### config.mk
export PLATFORM = sky130hd
export DESIGN_NAME = pkt_link_rx
export DESIGN_NICKNAME = d
export VERILOG_FILES = /design/src/rtl/pkt_rx_pkg.sv /design/src/rtl/lane_gather.sv /design/src/rtl/pkt_sequencer.sv /design/src/rtl/pkt_link_rx.sv
export SDC_FILE = /design/constraint.sdc
export NUM_CORES = 1
export LEC_CHECK = 0
export BUFFER_PORTS_ARGS = -buffer_cell sky130_fd_sc_hd__clkbuf_2
export CAP_MARGIN = 0
export CORE_MARGIN = 2
export CORE_UTILIZATION = 38
export CTS_CLUSTER_DIAMETER = 150
export DETAILED_ROUTE_END_ITERATION = 12
export PLACE_DENSITY = 0.6
export SLEW_MARGIN = 15
export SYNTH_ARGS = -nofsm -noshare
export SYNTH_HDL_FRONTEND = slang
export SYNTH_SLANG_ARGS = --single-unit
export TNS_END_PERCENT = 10
### constraint.sdc
create_clock -name clk -period 5.9 [get_ports clk]
set_input_delay 0 -clock clk [delete_from_list [all_inputs] [get_ports clk]]
set_output_delay 0 -clock clk [all_outputs]
set_load 0.05 [all_outputs]
### src/rtl/pkt_rx_pkg.sv
package pkt_rx_pkg;
    localparam int WORD_W    = 32;
    localparam int LEN_W     = 4;
    localparam int LEN_LSB   = WORD_W - LEN_W;
    localparam int HASA_BIT  = LEN_LSB - 1;
    localparam int PAD_W     = 2;
    localparam int PAD_LSB   = HASA_BIT - PAD_W;
    localparam int ADDR_HI_W = 8;
    localparam int KEEP_W    = WORD_W / 8;

    typedef enum logic [1:0] {
        ST_CMD  = 2'd0,
        ST_ADDR = 2'd1,
        ST_PAY  = 2'd2
    } seq_st_e;
endpackage

### src/rtl/lane_gather.sv
module lane_gather
    import pkt_rx_pkg::*;
#(
    parameter int LANE_W = 16,
    parameter int GW     = WORD_W
) (
    input  logic              clk,
    input  logic              rst,
    input  logic              beat_valid,
    input  logic [LANE_W-1:0] lane_even,
    input  logic [LANE_W-1:0] lane_odd,
    input  logic [$clog2($clog2(LANE_W)+1)-1:0] width_sel,
    input  logic              eop_in,
    input  logic              at_boundary,
    output logic              word_done,
    output logic [GW-1:0]     word_data,
    output logic              word_eop
);
    localparam int MAX_SEL = $clog2(LANE_W);
    localparam int SEL_W   = $clog2(MAX_SEL + 1);
    localparam int HALF    = GW / 2;
    localparam int CNT_W   = $clog2(HALF);

    typedef struct packed {
        logic [GW-1:0]    acc;
        logic [CNT_W-1:0] cnt;
        logic [SEL_W-1:0] wsel;
    } gat_s;

    gat_s g_d, g_q;
    logic [SEL_W-1:0] sel_eff;
    logic [GW-1:0]    lmask, chunk, placed;
    logic             last_chunk;

    always_comb begin
        if (at_boundary && g_q.cnt == '0)
            sel_eff = (width_sel > SEL_W'(MAX_SEL)) ? SEL_W'(MAX_SEL) : width_sel;
        else
            sel_eff = g_q.wsel;
        lmask  = ~({GW{1'b1}} << (1 << sel_eff));
        chunk  = (GW'(lane_even) & lmask)
               | ((GW'(lane_odd) & lmask) << (1 << sel_eff));
        placed = chunk << (32'(g_q.cnt) << (32'(sel_eff) + 1));
        last_chunk = (g_q.cnt == CNT_W'((HALF >> sel_eff) - 1));

        g_d       = g_q;
        word_done = 1'b0;
        word_data = g_q.acc | placed;
        word_eop  = eop_in;
        if (beat_valid) begin
            g_d.wsel = sel_eff;
            if (last_chunk) begin
                word_done = 1'b1;
                g_d.acc   = '0;
                g_d.cnt   = '0;
            end else begin
                g_d.acc = g_q.acc | placed;
                g_d.cnt = g_q.cnt + CNT_W'(1);
            end
        end
    end

    always_ff @(posedge clk) begin
        if (rst) begin
            g_q.acc  <= '0;
            g_q.cnt  <= '0;
            g_q.wsel <= SEL_W'(MAX_SEL);
        end else begin
            g_q <= g_d;
        end
    end
endmodule

### src/rtl/pkt_sequencer.sv
module pkt_sequencer
    import pkt_rx_pkg::*;
#(
    parameter int SW = WORD_W
) (
    input  logic                    clk,
    input  logic                    rst,
    input  logic                    word_done,
    input  logic [SW-1:0]           word_data,
    input  logic                    word_eop,
    output logic                    at_boundary,
    output logic                    cmd_valid,
    output logic [SW-1:0]           cmd_word,
    output logic                    addr_valid,
    output logic [ADDR_HI_W+SW-1:0] addr,
    output logic                    pay_valid,
    output logic [SW-1:0]           pay_data,
    output logic                    pay_last,
    output logic [KEEP_W-1:0]       pay_keep,
    output logic                    trunc_err
);
    typedef struct packed {
        seq_st_e                 st;
        logic [LEN_W-1:0]        remain;
        logic [PAD_W-1:0]        pad;
        logic [ADDR_HI_W-1:0]    hi;
        logic                    cmd_v;
        logic [SW-1:0]           cmd;
        logic                    addr_v;
        logic [ADDR_HI_W+SW-1:0] addr;
        logic                    pay_v;
        logic [SW-1:0]           pay;
        logic                    last;
        logic [KEEP_W-1:0]       keep;
        logic                    err;
    } seq_s;

    seq_s s_d, s_q;
    logic [LEN_W-1:0] w_len;
    logic             w_has;

    always_comb begin
        w_len = word_data[LEN_LSB +: LEN_W];
        w_has = word_data[HASA_BIT];

        s_d        = s_q;
        s_d.cmd_v  = 1'b0;
        s_d.addr_v = 1'b0;
        s_d.pay_v  = 1'b0;
        s_d.last   = 1'b0;
        s_d.err    = 1'b0;
        if (word_done) begin
            unique case (s_q.st)
                ST_CMD: begin
                    s_d.cmd_v  = 1'b1;
                    s_d.cmd    = word_data;
                    s_d.remain = w_len;
                    s_d.pad    = word_data[PAD_LSB +: PAD_W];
                    s_d.hi     = word_data[ADDR_HI_W-1:0];
                    if (word_eop) begin
                        s_d.err = w_has || (w_len != '0);
                        s_d.st  = ST_CMD;
                    end else if (w_has) begin
                        s_d.st = ST_ADDR;
                    end else if (w_len != '0) begin
                        s_d.st = ST_PAY;
                    end else begin
                        s_d.st = ST_CMD;
                    end
                end
                ST_ADDR: begin
                    s_d.addr_v = 1'b1;
                    s_d.addr   = {s_q.hi, word_data};
                    if (word_eop) begin
                        s_d.err = (s_q.remain != '0);
                        s_d.st  = ST_CMD;
                    end else begin
                        s_d.st = (s_q.remain != '0) ? ST_PAY : ST_CMD;
                    end
                end
                default: begin
                    s_d.pay_v  = 1'b1;
                    s_d.pay    = word_data;
                    s_d.last   = (s_q.remain == LEN_W'(1)) || word_eop;
                    s_d.keep   = (s_q.remain == LEN_W'(1)) ? ({KEEP_W{1'b1}} >> s_q.pad)
                                                           : {KEEP_W{1'b1}};
                    s_d.err    = word_eop && (s_q.remain != LEN_W'(1));
                    s_d.remain = s_q.remain - LEN_W'(1);
                    s_d.st     = s_d.last ? ST_CMD : ST_PAY;
                end
            endcase
        end
    end

    always_ff @(posedge clk) begin
        if (rst) begin
            s_q <= '0;
        end else begin
            s_q <= s_d;
        end
    end

    assign at_boundary = (s_q.st == ST_CMD);
    assign cmd_valid   = s_q.cmd_v;
    assign cmd_word    = s_q.cmd;
    assign addr_valid  = s_q.addr_v;
    assign addr        = s_q.addr;
    assign pay_valid   = s_q.pay_v;
    assign pay_data    = s_q.pay;
    assign pay_last    = s_q.last;
    assign pay_keep    = s_q.keep;
    assign trunc_err   = s_q.err;
endmodule

### src/rtl/pkt_link_rx.sv
module pkt_link_rx
    import pkt_rx_pkg::*;
#(
    parameter int LANE_W = 16,
    parameter int RW     = WORD_W
) (
    input  logic                          clk,
    input  logic                          rst,
    input  logic                          beat_valid,
    input  logic [LANE_W-1:0]             lane_even,
    input  logic [LANE_W-1:0]             lane_odd,
    input  logic [$clog2($clog2(LANE_W)+1)-1:0] width_sel,
    input  logic                          eop_in,
    output logic                          cmd_valid,
    output logic [RW-1:0]                 cmd_word,
    output logic [LEN_W-1:0]              cmd_len,
    output logic                          cmd_has_addr,
    output logic                          addr_valid,
    output logic [ADDR_HI_W+RW-1:0]       addr,
    output logic                          pay_valid,
    output logic [RW-1:0]                 pay_data,
    output logic                          pay_last,
    output logic [KEEP_W-1:0]             pay_keep,
    output logic                          trunc_err
);
    logic          at_boundary, word_done, word_eop;
    logic [RW-1:0] word_data;

    lane_gather #(.LANE_W(LANE_W), .GW(RW)) u_gather (
        .clk        (clk),
        .rst        (rst),
        .beat_valid (beat_valid),
        .lane_even  (lane_even),
        .lane_odd   (lane_odd),
        .width_sel  (width_sel),
        .eop_in     (eop_in),
        .at_boundary(at_boundary),
        .word_done  (word_done),
        .word_data  (word_data),
        .word_eop   (word_eop)
    );

    pkt_sequencer #(.SW(RW)) u_seq (
        .clk        (clk),
        .rst        (rst),
        .word_done  (word_done),
        .word_data  (word_data),
        .word_eop   (word_eop),
        .at_boundary(at_boundary),
        .cmd_valid  (cmd_valid),
        .cmd_word   (cmd_word),
        .addr_valid (addr_valid),
        .addr       (addr),
        .pay_valid  (pay_valid),
        .pay_data   (pay_data),
        .pay_last   (pay_last),
        .pay_keep   (pay_keep),
        .trunc_err  (trunc_err)
    );

    assign cmd_len      = cmd_word[LEN_LSB +: LEN_W];
    assign cmd_has_addr = cmd_word[HASA_BIT];
endmodule

=== Word-level counts from Yosys, hierarchy flattened ===
Cells that the tools add are included.

* Register bits: 168
* Latch bits: 0
* Bits in writable memories: 0
* ROM bits: 0
* Memories kept: 0

* Add/subtract/negate cells: 4
* Multiply operators: 0
* Divide/modulo/power cells: 0
* $lt $le $gt $ge: 1
* Equality and inequality tests: 4
* Shifts and indexed selects: 7
* Multiplexer cells: 20
* Bitwise logic cells: 8
* Reductions and logical operators: 15

{| class="wikitable"
|+ Operator list
! kind !! number
|-
| $and A16 B32 Y32 || 2
|-
| $or A32 B32 Y32 || 2
|-
| $shl A32 B32 Y32 || 2
|-
| $mux W41 || 1
|-
| $mux W38 || 1
|-
| $mux W36 || 1
|-
| $mux W33 || 1
|-
| $not A32 Y32 || 1
|-
| $shl A1 B3 Y32 const A || 1
|-
| $shl A32 B32 Y32 const A || 1
|-
| $shl A4 B32 Y32 || 1
|-
| $mux W2 || 6
|-
| $pmux W4 S2 || 1
|-
| $reduce_and A2 Y1 || 4
|-
| $reduce_bool A4 Y1 || 2
|-
| $mux W3 || 2
|-
| $shr A5 B3 Y4 const A || 1
|-
| $add A3 B1 Y4 const B || 1
|-
| $add A4 B1 Y4 const B || 1
|-
| $eq A4 B1 Y1 const B || 1
|-
| $eq A4 B4 Y1 || 1
|-
| $logic_not A4 Y1 || 1
|-
| $mux W1 || 4
|-
| $mux W4 || 1
|-
| other kinds (14) || 19
|}

=== Longest topological paths before layout ===
* Depth after elaboration: 16
* Depth in mapped cells: 25
* Mapped depth without buffers: 21

=== Hierarchy ===
A second synthesis with hierarchy kept.

* Cell total of the unflattened synthesis: 1,588
* Area, all modules: 11,722.5 um^2

{| class="wikitable"
|+ By module, submodules not included
! module !! instances !! cells an instance !! area an instance (um^2) !! seq. area each (um^2)
|-
| lane_gather || 1 || 936 || 6,528.8 || 780.7
|-
| pkt_sequencer || 1 || 647 || 5,156.2 || 2,382.3
|-
| pkt_link_rx || 1 || 5 || 37.5 || 0.0
|}

=== Least setup slack after synthesis ===
No wires, ideal clock.

* Path kind: register to register
* Start: reg u_gather.g_q[3] in the netlist's numbering
* End: reg u_seq.s_q[128] in the netlist's numbering
* Setup time: 147 ps
* Data arrival time: 4,906 ps
* Slack: 846 ps
* Stages on the path, launching flop included: 24
* Period minus slack after synthesis: 5,054 ps
* Cell sequence: dfxtp_1 > clkbuf_1 > inv_1 > ha_1 > nor3b_2 > buf_4 > nand2_1 > a21oi_1 > inv_1 > ha_1 > ha_1 > or3_1 > a32oi_1 > a2111oi_1 > or2_1 > buf_2 > o21ai_1 > a21oi_1 > o31a_1 > or4_1 > a32oi_1 > o31ai_2 > nor4_2 > a311oi_1

* Longest elaborated chain between the ends: 16
* Elaborated cells on any way between the ends: 24
* Classes of those cells: add/sub: 2; eq/ne: 1; shift: 6; mux: 7; bitwise: 5; reduce/logical: 3

{| class="wikitable"
|+ Ends and longest elaborated chain
! element !! RTL line !! RTL
|-
| start, declared || lane_gather.sv:30 || <nowiki>gat_s g_d, g_q;</nowiki>
|-
| start signal, assigned || lane_gather.sv:69 || <nowiki>g_q <= g_d;</nowiki>
|-
| $logic_not A4 Y1 (*) || lane_gather.sv:36 || <nowiki>if (at_boundary && g_q.cnt == '0)</nowiki>
|-
| $logic_and A1 B1 Y1 (*) || lane_gather.sv:36 ||
|-
| $mux W3 (*) || lane_gather.sv:36 ||
|-
| net u_gather.sel_eff[1] || lane_gather.sv:31 || <nowiki>logic [SEL_W-1:0] sel_eff;</nowiki>
|-
| $shl A1 B3 Y32 || lane_gather.sv:40, lane_gather.sv:42 ||
|-
| $shl A32 B32 Y32 || lane_gather.sv:40 || <nowiki>lmask = ~({GW{1'b1}} << (1 << sel_eff));</nowiki>
|-
| $not A32 Y32 || lane_gather.sv:40 ||
|-
| $and A16 B32 Y32 || lane_gather.sv:42 || <nowiki>| ((GW'(lane_odd) & lmask) << (1 << sel_eff));</nowiki>
|-
| $shl A32 B32 Y32 || lane_gather.sv:42 ||
|-
| $or A32 B32 Y32 || lane_gather.sv:42 ||
|-
| $shl A32 B32 Y32 || lane_gather.sv:43 || <nowiki>placed = chunk << (32'(g_q.cnt) << (32'(sel_eff) + 1));</nowiki>
|-
| $or A32 B32 Y32 || lane_gather.sv:48 || <nowiki>word_data = g_q.acc | placed;</nowiki>
|-
| $reduce_bool A4 Y1 || pkt_sequencer.sv:65 || <nowiki>end else if (w_len != '0) begin</nowiki>
|-
| $mux W2 || pkt_sequencer.sv:65 ||
|-
| $mux W2 || pkt_sequencer.sv:63 || <nowiki>end else if (w_has) begin</nowiki>
|-
| $mux W2 || pkt_sequencer.sv:60 || <nowiki>if (word_eop) begin</nowiki>
|-
| $pmux W2 S2 || pkt_sequencer.sv:53 || <nowiki>unique case (s_q.st)</nowiki>
|-
| end signal, assigned || pkt_sequencer.sv:97 || <nowiki>s_q <= '0;</nowiki>
|-
| end signal, assigned || pkt_sequencer.sv:99 || <nowiki>s_q <= s_d;</nowiki>
|-
| end, declared || pkt_sequencer.sv:38 || <nowiki>seq_s s_d, s_q;</nowiki>
|}

Mark *: on every way through the listed nets, which the timed path passes. The rest lies on a longest branch.
A chain may end at the register's enable or synchronous reset.

=== Final worst setup path ===
* Start: reg u_gather.g_q[3] in the netlist's numbering
* End: reg u_seq.s_q (netlist bit u_seq.trunc_err)

* Longest elaborated chain between the ends: 15
* Elaborated cells on any way between the ends: 25
* Classes of those cells: add/sub: 2; eq/ne: 1; shift: 6; mux: 5; bitwise: 6; reduce/logical: 5

{| class="wikitable"
|+ Ends and longest elaborated chain
! element !! RTL line !! RTL
|-
| $logic_not A4 Y1 (*) || lane_gather.sv:36 ||
|-
| $logic_and A1 B1 Y1 (*) || lane_gather.sv:36 ||
|-
| $mux W3 (*) || lane_gather.sv:36 ||
|-
| net u_gather.sel_eff[1] || lane_gather.sv:31 ||
|-
| $shl A1 B3 Y32 || lane_gather.sv:40, lane_gather.sv:42 ||
|-
| $shl A32 B32 Y32 || lane_gather.sv:40 ||
|-
| $not A32 Y32 || lane_gather.sv:40 ||
|-
| $and A16 B32 Y32 || lane_gather.sv:42 ||
|-
| $shl A32 B32 Y32 || lane_gather.sv:42 ||
|-
| $or A32 B32 Y32 || lane_gather.sv:42 ||
|-
| $shl A32 B32 Y32 || lane_gather.sv:43 ||
|-
| $or A32 B32 Y32 || lane_gather.sv:48 ||
|-
| $reduce_bool A4 Y1 || pkt_sequencer.sv:61 || <nowiki>s_d.err = w_has || (w_len != '0);</nowiki>
|-
| $logic_or A1 B1 Y1 || pkt_sequencer.sv:61 ||
|-
| $mux W1 || pkt_sequencer.sv:60 ||
|-
| $pmux W1 S2 || pkt_sequencer.sv:53 ||
|}

Marks and branches as above.

==> key figures <==
Routing
  • Avg Vias per Cell: 6.119
  • DRT iter0 DRCs: 1421
  • Drt first pass iters: 5
  • Antenna viol nets, final: 0
  • Final WL: 42350 um
  • Wire per inst: 22.40 um
  • Drt drc: 0
  • Vias: 11565

Synth
  • Post-synthesis net count: 1514
  • EDFF count, synth: 0
  • Mapped Area: 0.01109 mm2
  • #FFs+latches synth: 158
  • Synth unique cells: 102
  • Top cell type's share of synthesized area: 0.2853
  • Largest cells by area after synthesis: dfxtp_1 29%, buf_4 7.9%, a211oi_1 7.6%, nor2_1 7.1%, a21oi_1 4.1%
  • Top_reg_cell synth: dfxtp_1
  • Avg Synthesized Cell Area: 7.578 um2
  • Warnings from Yosys: 0
  • Register area share after synthesis: 0.2853
  • Post-synth ARST share: 0
  • Cell count after synthesis: 1463
  • Yosys top cell by area: dfxtp_1

Timing
  • Min Tclk post-route: 5.616 ns
  • Max transition margin: 0.3249
  • Worst-Margin Slew: 1.013 ns
  • Fmax: 178.1 MHz
  • Worst Skew: 0.01422 ns
  • Hold_ws: 0.2676 ns
  • Final count of negative-setup-slack endpoints: 0
  • Final Max Tran Viols: 0
  • Final period util: 0.9519
  • Final hold vios: 0

Floorplanning
  • Initial Util: 0.3863
  • Die footprint: 0.03056 mm2
  • Row cnt: 62
  • Die width: 174.8 um
  • Core area: 0.02870 mm2
  • Boundary Pins: 157
  • Die height: 174.8 um

Worst setup path
  • Most frequent cell on the critical path: ha_1
  • Worst EP required: 6.17 ns
  • Cell chain of the critical path: inv_1, ha_1, nor3b_2, nand2_1, nor3b_1, a21oi_1, inv_1, ha_1, ha_1, buf_4, buf_4, and4_1, or4_4, a22oi_1, o21a_1, nand3_1, o21ai_2, nor4_1, or4b_4, a211oi_4, nor3b_1, a31oi_1
  • Worst Path Buf+Inv: 4
  • Setup CP Type: reg2reg
  • Crit-path max FO: 18
  • CP endpoint kind: register
  • Delay-heaviest family, CP: simple AND/OR/NAND/NOR gates
  • Worst setup SP type: register
  • R2r setup slk: 0.28 ns
  • Slowest stage delay, CP: 0.56 ns
  • CP max-delay cell: or4b_4
  • CP arrival: 5.88 ns

Clock network
  • Clk sinks: 158
  • Clk buf depth: 2
  • H-tree levels: 4
  • Clock tree root buffer cell: clkbuf_16
  • CTS tree: done
  • Worst-path clk slew: 0.07 ns
  • Clock latency at the later pin of the worst-skew pair: 0.43 ns
  • CTS Buf Count: 17

Power
  • Sw Pwr: 0.001813 W
  • Pwr dens: 327.6 mW/mm2
  • Peak VDD IR: 198.1 uV
  • Seq pwr share: 0.287
  • Clock share of power: 0.272
  • Sw frac: 0.4445
  • P_leak: 4.793 nW
  • Internal power: 0.002266 W
  • Combinational fraction of design power: 0.441

Layout
  • Most common cell after layout, fill and taps aside: nor2_1
  • Final instance area: 0.01245 mm2
  • Share of layout cells above drive strength 1: 0.2331
  • Most frequent cells in the layout: 208 x nor2_1, 156 x dfxtp_1, 155 x clkbuf_2, 115 x nand2_1, 110 x a211oi_1
  • Diode count: 0
  • Final net count: 1544
  • Synth-to-Final Area Change: 12.29%
  • Filler Cell Count: 3023

Global route
  • Vias in the first global route: 10750
  • Initial antenna violation count: 0
  • Congestion Overflow GR: 0
  • First-pass GRT wire length: 66010 um
  • GRT Overall Usage: 0.2731
  • Largest net degree at the start of global routing: 100
  • Grt met3 use: 0.03982
  • GR peak layer: met2
  • Met2 usage: 0.4200
  • Met1 Use GR: 0.3948

Place
  • Dpl cell area: 0.01163 mm2
  • Port bufs: 156
  • Placer Congestion: 1.028
  • HPWL Detailed: 31940 um

Run
  • Maximum capacitance violations: 0

Status
  • Outcome: finished, final reports clean

Hold path
  • Worst Hold Class: in2reg
==> worst paths after layout <==
| check | startpoint | to | cells past startpoint |
|---|---|---|---|
| worst max-delay path | u_gather.g_q[3] | u_seq.trunc_err | 22 |
| worst min-delay path | width_sel[1] | u_gather.g_q[1] | 4 |
| worst max register to register | u_gather.g_q[3] | u_seq.trunc_err | 22 |
| worst min register to register | u_seq.addr[33] | u_seq.addr[33] | 2 |
==> cells in the mapped netlist (9+ instances only) <==
cell      instances
nor2_1          210
dfxtp_1         158
buf_4           116
nand2_1         115
a211oi_1        112
a21oi_1          90
clkbuf_1         76
o21ai_0          49
nor3_1           44
nand3_1          39
buf_2            23
o211ai_1         22
mux2i_1          21
a31oi_1          20
inv_1            20
o22ai_1          18
o31ai_1          16
o21ai_1          15
nor4_1           13
a221oi_1         12
a22oi_1          12
ha_1             12
nand4_1          12
o211a_1           9
==> metal layers <==
metal  part of all wire  vias up
met4              0.029        0
met2               0.44      621
met3              0.079       83
met1               0.45     5485
met5                  0        -
li1                   -     5376
==> power by group through the flow <==
stage	clock network [W]	logic, W	registers, W
floorplan	0	0.00110	0.00118
global placement	0	0.00170	0.00119
detailed placement	0	0.00168	0.00119
CTS	0.00113	0.00170	0.00117
global route	0.00117	0.00191	0.00117
finish	0.00111	0.00180	0.00117
==> state kept, by name (all words and copies together), names as in the netlist <==
signal,cells
u_seq.addr,40
u_seq.pay_last,1
u_seq.cmd_valid,1
u_seq.pay_data,32
u_seq.pay_keep,4
u_seq.pay_valid,1
u_seq.addr_valid,1
u_seq.cmd_word,24
u_gather.g_q,39
u_seq.trunc_err,1
u_seq.s_q,14
==> what timing repair did <==
action                     in CTS  in global routing
hold buffers                    2                  0
setup endpoints to repair       6                 81
buffers inserted                0                  3
resized for setup               1                 30
pin swaps                       0                  2
hold endpoints to repair       16                  0
==> cell type report <==
cell class / instances / area [um2] / share of cell area
Tap cell: 384 / 480.5 / 0.03859
Clock inverter: 15 / 186.4 / 0.01497
Timing Repair Buffer: 238 / 1441 / 0.1158
Multi-Input combinational cell: 1056 / 6668 / 0.5356
Sequential cell: 158 / 3166 / 0.2543
Clock buffer: 17 / 425.4 / 0.03417
Inverter: 22 / 82.58 / 0.006633
==> worst reg2reg max path: stages (launching register included) <==
cell	delay [ns]
dfxtp_2	0.42
inv_1	0.12
ha_1	0.21
nor3b_2	0.16
nand2_1	0.14
nor3b_1	0.07
a21oi_1	0.30
inv_1	0.12
ha_1	0.25
ha_1	0.24
buf_4	0.21
buf_4	0.23
and4_1	0.20
or4_4	0.49
a22oi_1	0.20
o21a_1	0.15
nand3_1	0.27
o21ai_2	0.29
nor4_1	0.07
or4b_4	0.56
a211oi_4	0.39
nor3b_1	0.26
a31oi_1	0.12
==> per-stage QoR <==
step	utilization	total power (W)	setup TNS, ns	std cells	setup WS [ns]
floorplan	-	0.002280	0	1463	0.8462
global placement	0.4053	0.002887	0	1853	0.08561
detailed placement	0.4053	0.002872	-0.03219	1853	-0.02519
CTS	0.4275	0.003988	0	1887	0.04852
global route	0.4337	0.004252	-0.03237	1890	-0.01843
finish	0.4337	0.004079	0	1890	0.2837
==> cell families (layout without fill, tap and decap cells) <==
group | count (synthesis) | in the layout | share of synthesized area
simple gates | 516 | 516 | 0.2202
compound gates | 495 | 495 | 0.3214
flops | 158 | 158 | 0.2853
fa+ha+maj | 12 | 12 | 0.01354
xor+xnor | 8 | 8 | 0.006320
mux | 25 | 25 | 0.02302
buf+inv | 249 | 292 | 0.1302
No activity file was read; power rests on OpenSTA's default activity.
